## src/rtl/pktb_pkg.sv

```systemverilog
package pktb_pkg;
   localparam int HDR_BYTES   = 3;
   localparam int ERR_W       = 4;
   localparam int OVF_ERR_BIT = 3;

   typedef enum logic [1:0] {
      PK_L0DATA = 2'd0,
      PK_L1DATA = 2'd1,
      PK_CTRL   = 2'd2,
      PK_MON    = 2'd3
   } pkt_kind_t;
endpackage

```

## src/rtl/pktb_evq.sv

```systemverilog
module pktb_evq #(
   parameter int WIDTH = 8,
   parameter int DEPTH = 4
) (
   input  logic             clk,
   input  logic             rst_n,
   input  logic             push_req,
   input  logic [WIDTH-1:0] din,
   input  logic             pop,
   output logic [WIDTH-1:0] dout,
   output logic             empty,
   output logic             full,
   output logic             drop
);
   localparam int AW = $clog2(DEPTH);

   if (DEPTH < 2 || (DEPTH & (DEPTH - 1)) != 0) begin : g_bad_depth
      $error("pktb_evq: DEPTH must be a power of two, at least 2");
   end

   logic [WIDTH-1:0] mem [DEPTH];
   logic [AW-1:0]    wp, rp;
   logic [AW:0]      cnt;
   logic             acc;

   assign full  = (cnt == (AW+1)'(DEPTH));
   assign empty = (cnt == '0);
   assign acc   = push_req && !full;
   assign drop  = push_req && full;
   assign dout  = mem[rp];

   always_ff @(posedge clk) begin
      if (acc) mem[wp] <= din;
   end

   always_ff @(posedge clk) begin
      if (!rst_n) begin
         wp  <= '0;
         rp  <= '0;
         cnt <= '0;
      end else begin
         if (acc) wp <= wp + 1'b1;
         if (pop) rp <= rp + 1'b1;
         cnt <= cnt + {{AW{1'b0}}, acc} - {{AW{1'b0}}, pop};
      end
   end

   p_pop_nonempty_r9: assert property (@(posedge clk) disable iff (!rst_n)
      pop |-> !empty);
   p_full_keeps_r9: assert property (@(posedge clk) disable iff (!rst_n)
      (full && !pop) |=> full);
endmodule

```

## src/rtl/pktb_frame.sv

```systemverilog
module pktb_frame
   import pktb_pkg::*;
#(
   parameter int PAY_BYTES = 5,
   parameter int NHIT_W    = 3,
   localparam int NBYTES   = HDR_BYTES + PAY_BYTES
) (
   input  logic [1:0]             kind,
   input  logic [7:0]             l0id,
   input  logic [7:0]             evcnt,
   input  logic [ERR_W-1:0]       err,
   input  logic [NHIT_W-1:0]      nhits,
   input  logic [8*PAY_BYTES-1:0] hits,
   input  logic                   ovf,
   output logic [8*NBYTES-1:0]    frame
);
   logic [ERR_W-1:0]  err_eff;
   logic [NHIT_W-1:0] n_eff;

   always_comb begin
      err_eff              = err;
      err_eff[OVF_ERR_BIT] = err[OVF_ERR_BIT] | ovf;
   end

   assign n_eff = (nhits > NHIT_W'(PAY_BYTES)) ? NHIT_W'(PAY_BYTES) : nhits;

   assign frame[7:0]   = {kind, 2'b00, err_eff};
   assign frame[15:8]  = l0id;
   assign frame[23:16] = evcnt;

   for (genvar k = 0; k < PAY_BYTES; k++) begin : g_pay
      assign frame[8*(HDR_BYTES+k) +: 8] =
         (NHIT_W'(k) < n_eff) ? hits[8*k +: 8] : 8'h00;
   end
endmodule

```

## src/rtl/pktb_seq.sv

```systemverilog
module pktb_seq #(
   parameter int NBYTES = 8,
   localparam int IW    = $clog2(NBYTES)
) (
   input  logic                clk,
   input  logic                rst_n,
   input  logic [8*NBYTES-1:0] frame_in,
   input  logic                avail,
   input  logic                xoff,
   output logic                take,
   output logic                out_valid,
   output logic [7:0]          out_data,
   output logic                out_sop,
   output logic                out_eop
);
   logic [8*NBYTES-1:0] frame_q;
   logic [IW-1:0]       idx;
   logic                active, last, xfer;

   assign last = (idx == IW'(NBYTES - 1));
   assign xfer = active && !xoff;
   assign take = avail && (!active || (xfer && last));

   always_ff @(posedge clk) begin
      if (!rst_n) begin
         active  <= 1'b0;
         idx     <= '0;
         frame_q <= '0;
      end else if (take) begin
         active  <= 1'b1;
         idx     <= '0;
         frame_q <= frame_in;
      end else if (xfer) begin
         if (last) begin
            active <= 1'b0;
            idx    <= '0;
         end else begin
            idx <= idx + 1'b1;
         end
      end
   end

   assign out_valid = active;
   assign out_data  = frame_q[8*int'(idx) +: 8];
   assign out_sop   = active && (idx == '0);
   assign out_eop   = active && last;

   p_hold_paused_r6: assert property (@(posedge clk) disable iff (!rst_n)
      (out_valid && xoff) |=> (out_valid && $stable(out_data)
                               && $stable(out_sop) && $stable(out_eop)));
   p_mid_packet_r2: assert property (@(posedge clk) disable iff (!rst_n)
      (out_valid && !xoff && !out_eop) |=> (out_valid && !out_sop));
   p_back_to_back_r8: assert property (@(posedge clk) disable iff (!rst_n)
      (out_eop && !xoff && avail) |=> out_sop);
endmodule

```

## src/rtl/pktb_builder.sv

```systemverilog
module pktb_builder
   import pktb_pkg::*;
#(
   parameter int QDEPTH    = 4,
   parameter int PAY_BYTES = 5,
   localparam int NHIT_W   = $clog2(PAY_BYTES + 1)
) (
   input  logic                   clk,
   input  logic                   rst_n,
   input  logic                   evt_valid,
   input  logic [1:0]             evt_kind,
   input  logic [7:0]             evt_l0id,
   input  logic [7:0]             evt_count,
   input  logic [3:0]             evt_err,
   input  logic [NHIT_W-1:0]      evt_nhits,
   input  logic [8*PAY_BYTES-1:0] evt_hits,
   input  logic                   xoff,
   output logic                   out_valid,
   output logic [7:0]             out_data,
   output logic                   out_sop,
   output logic                   out_eop
);
   localparam int NBYTES = HDR_BYTES + PAY_BYTES;
   localparam int EVW    = 2 + 8 + 8 + ERR_W + NHIT_W + 8*PAY_BYTES;

   if (PAY_BYTES < 1) begin : g_bad_pay
      $error("pktb_builder: PAY_BYTES must be at least 1");
   end

   logic [EVW-1:0]      q_in, q_out;
   logic                q_empty, q_full, q_drop, take, ovf_q;
   logic [8*NBYTES-1:0] frame;

   assign q_in = {evt_kind, evt_l0id, evt_count, evt_err, evt_nhits, evt_hits};

   pktb_evq #(.WIDTH(EVW), .DEPTH(QDEPTH)) u_evq (
      .clk(clk), .rst_n(rst_n), .push_req(evt_valid), .din(q_in),
      .pop(take), .dout(q_out), .empty(q_empty), .full(q_full), .drop(q_drop)
   );

   pktb_frame #(.PAY_BYTES(PAY_BYTES), .NHIT_W(NHIT_W)) u_frame (
      .kind (q_out[EVW-1 -: 2]),
      .l0id (q_out[EVW-3 -: 8]),
      .evcnt(q_out[EVW-11 -: 8]),
      .err  (q_out[EVW-19 -: ERR_W]),
      .nhits(q_out[8*PAY_BYTES +: NHIT_W]),
      .hits (q_out[8*PAY_BYTES-1:0]),
      .ovf  (ovf_q),
      .frame(frame)
   );

   pktb_seq #(.NBYTES(NBYTES)) u_seq (
      .clk(clk), .rst_n(rst_n), .frame_in(frame), .avail(!q_empty),
      .xoff(xoff), .take(take), .out_valid(out_valid), .out_data(out_data),
      .out_sop(out_sop), .out_eop(out_eop)
   );

   // A discard in the same cycle as a load flags the following packet.
   always_ff @(posedge clk) begin
      if (!rst_n) ovf_q <= 1'b0;
      else        ovf_q <= q_drop | (ovf_q & ~take);
   end

   p_drop_flags_r9: assert property (@(posedge clk) disable iff (!rst_n)
      (evt_valid && q_full) |=> ovf_q);
   p_ovf_in_header_r10: assert property (@(posedge clk) disable iff (!rst_n)
      (take && ovf_q) |=> (out_sop && out_data[OVF_ERR_BIT]));
   p_reserved_zero_r3: assert property (@(posedge clk) disable iff (!rst_n)
      out_sop |-> (out_data[5:4] == 2'b00));
endmodule

```

## config.mk

```make
export PLATFORM = sky130hd
export DESIGN_NAME = pktb_builder
export DESIGN_NICKNAME = d
export VERILOG_FILES = /design/src/rtl/pktb_pkg.sv /design/src/rtl/pktb_evq.sv /design/src/rtl/pktb_frame.sv /design/src/rtl/pktb_seq.sv /design/src/rtl/pktb_builder.sv
export SDC_FILE = /design/constraint.sdc
export NUM_CORES = 1
export LEC_CHECK = 0
export BUFFER_PORTS_ARGS = -buffer_cell sky130_fd_sc_hd__buf_2
export CORE_MARGIN = 3
export CORE_UTILIZATION = 60
export DETAILED_ROUTE_END_ITERATION = 6
export PLACE_DENSITY = 0.79
export SLEW_MARGIN = 10
export SYNTH_ARGS = -nofsm -noshare
export SYNTH_HDL_FRONTEND = slang
export SYNTH_HIERARCHICAL = 1
export SYNTH_SLANG_ARGS = --single-unit
```

## constraint.sdc

```tcl
create_clock -name clk -period 3.45 [get_ports clk]
set_input_delay 0.345 -clock clk [delete_from_list [all_inputs] [get_ports clk]]
set_output_delay 0.345 -clock clk [all_outputs]
set_load 0.01 [all_outputs]
```

==> results.md <==
- Worst-path clk slew: 0.06 ns
- Multiplexer share of the synthesized area: 19.22%
- DR DRC count: 0
- Number of antenna-violating nets in the routed design: 0
- R2r setup slk: 0.73 ns
- GP Congestion: 0.7686
- Die ar.: 24,640 sq um
- Yosys warns: 6
- Xor and xnor area share after synthesis: less than 1%
- Hold slack: roughly 0.055 ns
- Chip Width: around 160 um
- Synth Area in Simple Gates: 6.897%
- Clk_lat worst skew: around 0.50 ns
- # hold bufs at CTS: 0
- Critical path class: register to register
- Number of diodes: 0
- Int Power: 8.430 mW
- Status: finished clean
- Syn Inst Count: 793
- Gr ovfl total: 0
- Highest routed layer: met4
- Post-CTS Setup Inserts: 0
- Max-slew violation count: 0
- CTS tree: yes
- Clock share of power: 30.3%
- Worst hold path depth: 1
- Area grow syn2layout: 11.15%
- Die H: around 160 um
- Power density cells: 757.4 nW/um^2
- Boundary pin count: 80
- Finish-stage setup viols: 0
- Max_cap viols: 0
- Final hold vios: 0
- Root Buffer: clkbuf_16
- Worst path arrival time: 3.10 ns
- Largest family of logic cells by synthesized area: multiplexers
- Vias per cell: 5.809
- Crit path buf inv count: 1
- Leak: 5.304 nW
- Post-synth cell types: 37
- DR WL/cell: 21.00 um
- H-tree depth: 2
- Worst-path cell chain: ha_1 > nand2b_1 > a21boi_4 > buf_4 > nand2_1 > xnor2_1 > and2_1
- VDD IR-drop max: 0.4784 mV
- Met3 wire length: between 1 and 1.5 mm
- Total power: 11.52 mW
- Sequential area share after synthesis: 68.50%
- Initial antenna violation count: 0
- DP HPWL: 15.44 mm
- Fin Clk Skew: 0.01185 ns
- Relative slew margins: between 20% and 30%
- Delay-heaviest family, CP: buffers and inverters
- Crit-path max cell delay: slightly below 0.9 ns
- Worst-Margin Slew: 1.141 ns
- Nature of the critical path endpoint: register
- Compound-Gate Fraction of Synth Area: 0.3842%
- RSZ-0062 raised after global routing: false
- Vias: around 6,800
- Crit-path max FO: 69
- Starting density of the core: 61.91%
- Placed Instances: ~1,100
- Resized cells post-CTS: 0
- Fin Setup TNS: 0 ns
- Post-Route WL: 24.42 mm
- WL met2: 11.58 mm
- M1 WL: 10.96 mm
- Crit start category: register
- WP data required: 3.83 ns
- Average size of a mapped cell: approximately 17 sq um
- HP Class: input port to register
- Period utilization: 78.70%
- Post-layout net count: roughly 940
- Reg-to-Reg Start: u_seq/idx[2]$_SDFFE_PP0N_
- Switching Fraction: a little over a quarter
- Hold Path End: u_evq/mem[0][46]$_DFFE_PP_
- Drt first pass iters: 4
- Clock sinks: 338
- Worst Hold Launch: evt_err[3]
- Row count: 54
- Max clock buf depth: 3
- DRT iter0 DRCs: around 500
- Buffers on Ports: 79
- Slowest-stage cell, CP: buf_4
- Fin worst setup slack: approximately 0.73 ns
- Layout cells sized above 1: 26.39%
- Final core occ: roughly 69%
- Total GRT Usage: 20.37%
- Register bit total from synthesis: 338
- R2R cell count: 7
- Pin count of the biggest net entering global routing: 84
- Final Cell Area: 15,200 sq um
- Gate power share: between 20% and 30%
- Post-Syn Area: between 10,000 and 15,000 sq um
- Register share of total power: about 46%
- DP Area: 14,130 sq um
- Adder-cell share of the synthesized area: 0.9696%
- Fmax: 368.3 MHz
- Post-place setup slack: 0.7915 ns
- Minimum clock period: 2.715 ns
- TritonCTS Buffers: 35
- Vias in the first global route: around 7,200
- Core area: 22,090 sq um
- Crit. path cell count: 7
- First-pass GRT wire length: 38.60 mm
- Post-route insts no fill: 1,163
- NetSw: 3.086 mW
==> cell usage in the layout (no fill, tap or decap), drive strengths merged, types with 3 or more instances in the layout <==
master / synthesis / routed
and2: 27 / 27
buf: 50 / 94
clkbuf: 17 / 48
clkinv: 0 / 11
dfxtp: 78 / 78
edfxtp: 260 / 260
ha: 9 / 9
inv: 8 / 9
mux2: 8 / 8
mux2i: 68 / 68
mux4: 81 / 81
nand2: 134 / 134
nor2b: 29 / 29
nor3b: 3 / 3
xnor2: 3 / 3
==> power by group through the flow <==
stage               Clock (mW)  Sequential (mW)  Combinational [mW]
floorplan                    0             5.28                2.35
global placement             0             5.35                2.65
detailed placement           0             5.39                2.72
CTS                       3.56             5.32                2.74
global route              3.71             5.37                2.94
finish                    3.49             5.32                2.71
==> cells by family (layout without fill, tap and decap cells) <==
group           Yosys count  count (layout)
compound gates            7               7
xor+xnor                  4               4
fa+ha+maj                10              10
buf+inv                  75             164
flops                   338             338
mux                     157             157
other cells               1               2
simple gates            201             201
==> how the worst max path moves through the flow <==
stage,from,end,slack [ns]
2_1_floorplan,u_evq/cnt[1]$_SDFF_PN0_,u_evq/mem[0][0]$_DFFE_PP_,0.65
3_3_place_gp,u_seq/idx[2]$_SDFFE_PP0N_,register,0.93
3_5_place_dp,u_seq/idx[2]$_SDFFE_PP0N_,register,0.79
4_1_cts,u_seq/idx[2]$_SDFFE_PP0N_,register,0.76
5_1_grt,u_seq/idx[2]$_SDFFE_PP0N_,register,0.60
6_report,u_seq/idx[2]$_SDFFE_PP0N_,register,0.73
==> cells in the mapped netlist (all sizes together) <==
cell type	n	area share, %
mux4	81	14
and3b	1	0.064
xnor2	3	0.19
nand2b	2	0.091
mux2i	68	5.0
buf	50	3.1
nor2b	29	1.4
ha	9	0.82
fa	1	0.15
o21ai	1	0.037
clkbuf	17	0.47
inv	8	0.22
dfxtp	78	11
or2	1	0.046
o21a	2	0.12
nor2	1	0.046
conb	1	0.027
a21oi	2	0.10
xor2	1	0.064
mux2	8	0.66
nor3b	3	0.20
a21boi	1	0.082
nand2	134	3.7
a31oi	1	0.046
and2	27	1.2
nor3	2	0.11
edfxtp	260	57
or3	1	0.046
==> flip-flops by register name, indices dropped and copies added, names as in the netlist, named ones only <==
name             cells
u_evq/cnt            3
u_seq/out_valid      1
u_evq/wp             2
ovf_q                1
u_evq/rp             2
u_evq/mem          260
u_seq/idx            3
u_seq/frame_q       64
==> cell type report <==
| type | count | area, sq um |
|---|---|---|
| Sequential cell | 338 | 9374 |
| Fill cell | 1390 | 6890 |
| Multi-Input combinational cell | 381 | 3812 |
| Clock buffer | 48 | 987.2 |
| Timing Repair Buffer | 94 | 560.5 |
| Tap cell | 280 | 350.3 |
| Clock inverter | 14 | 88.84 |
| Inverter | 8 | 30.03 |
==> routing by layer <==
layer | track usage, % | up-vias
met2 | 31.81 | 181
met3 | 4.069 | 37
li1 | - | 3096
met5 | 0 | -
met4 | 6.211 | 0
met1 | 29.65 | 3442
(Power assumes the default switching activity.)
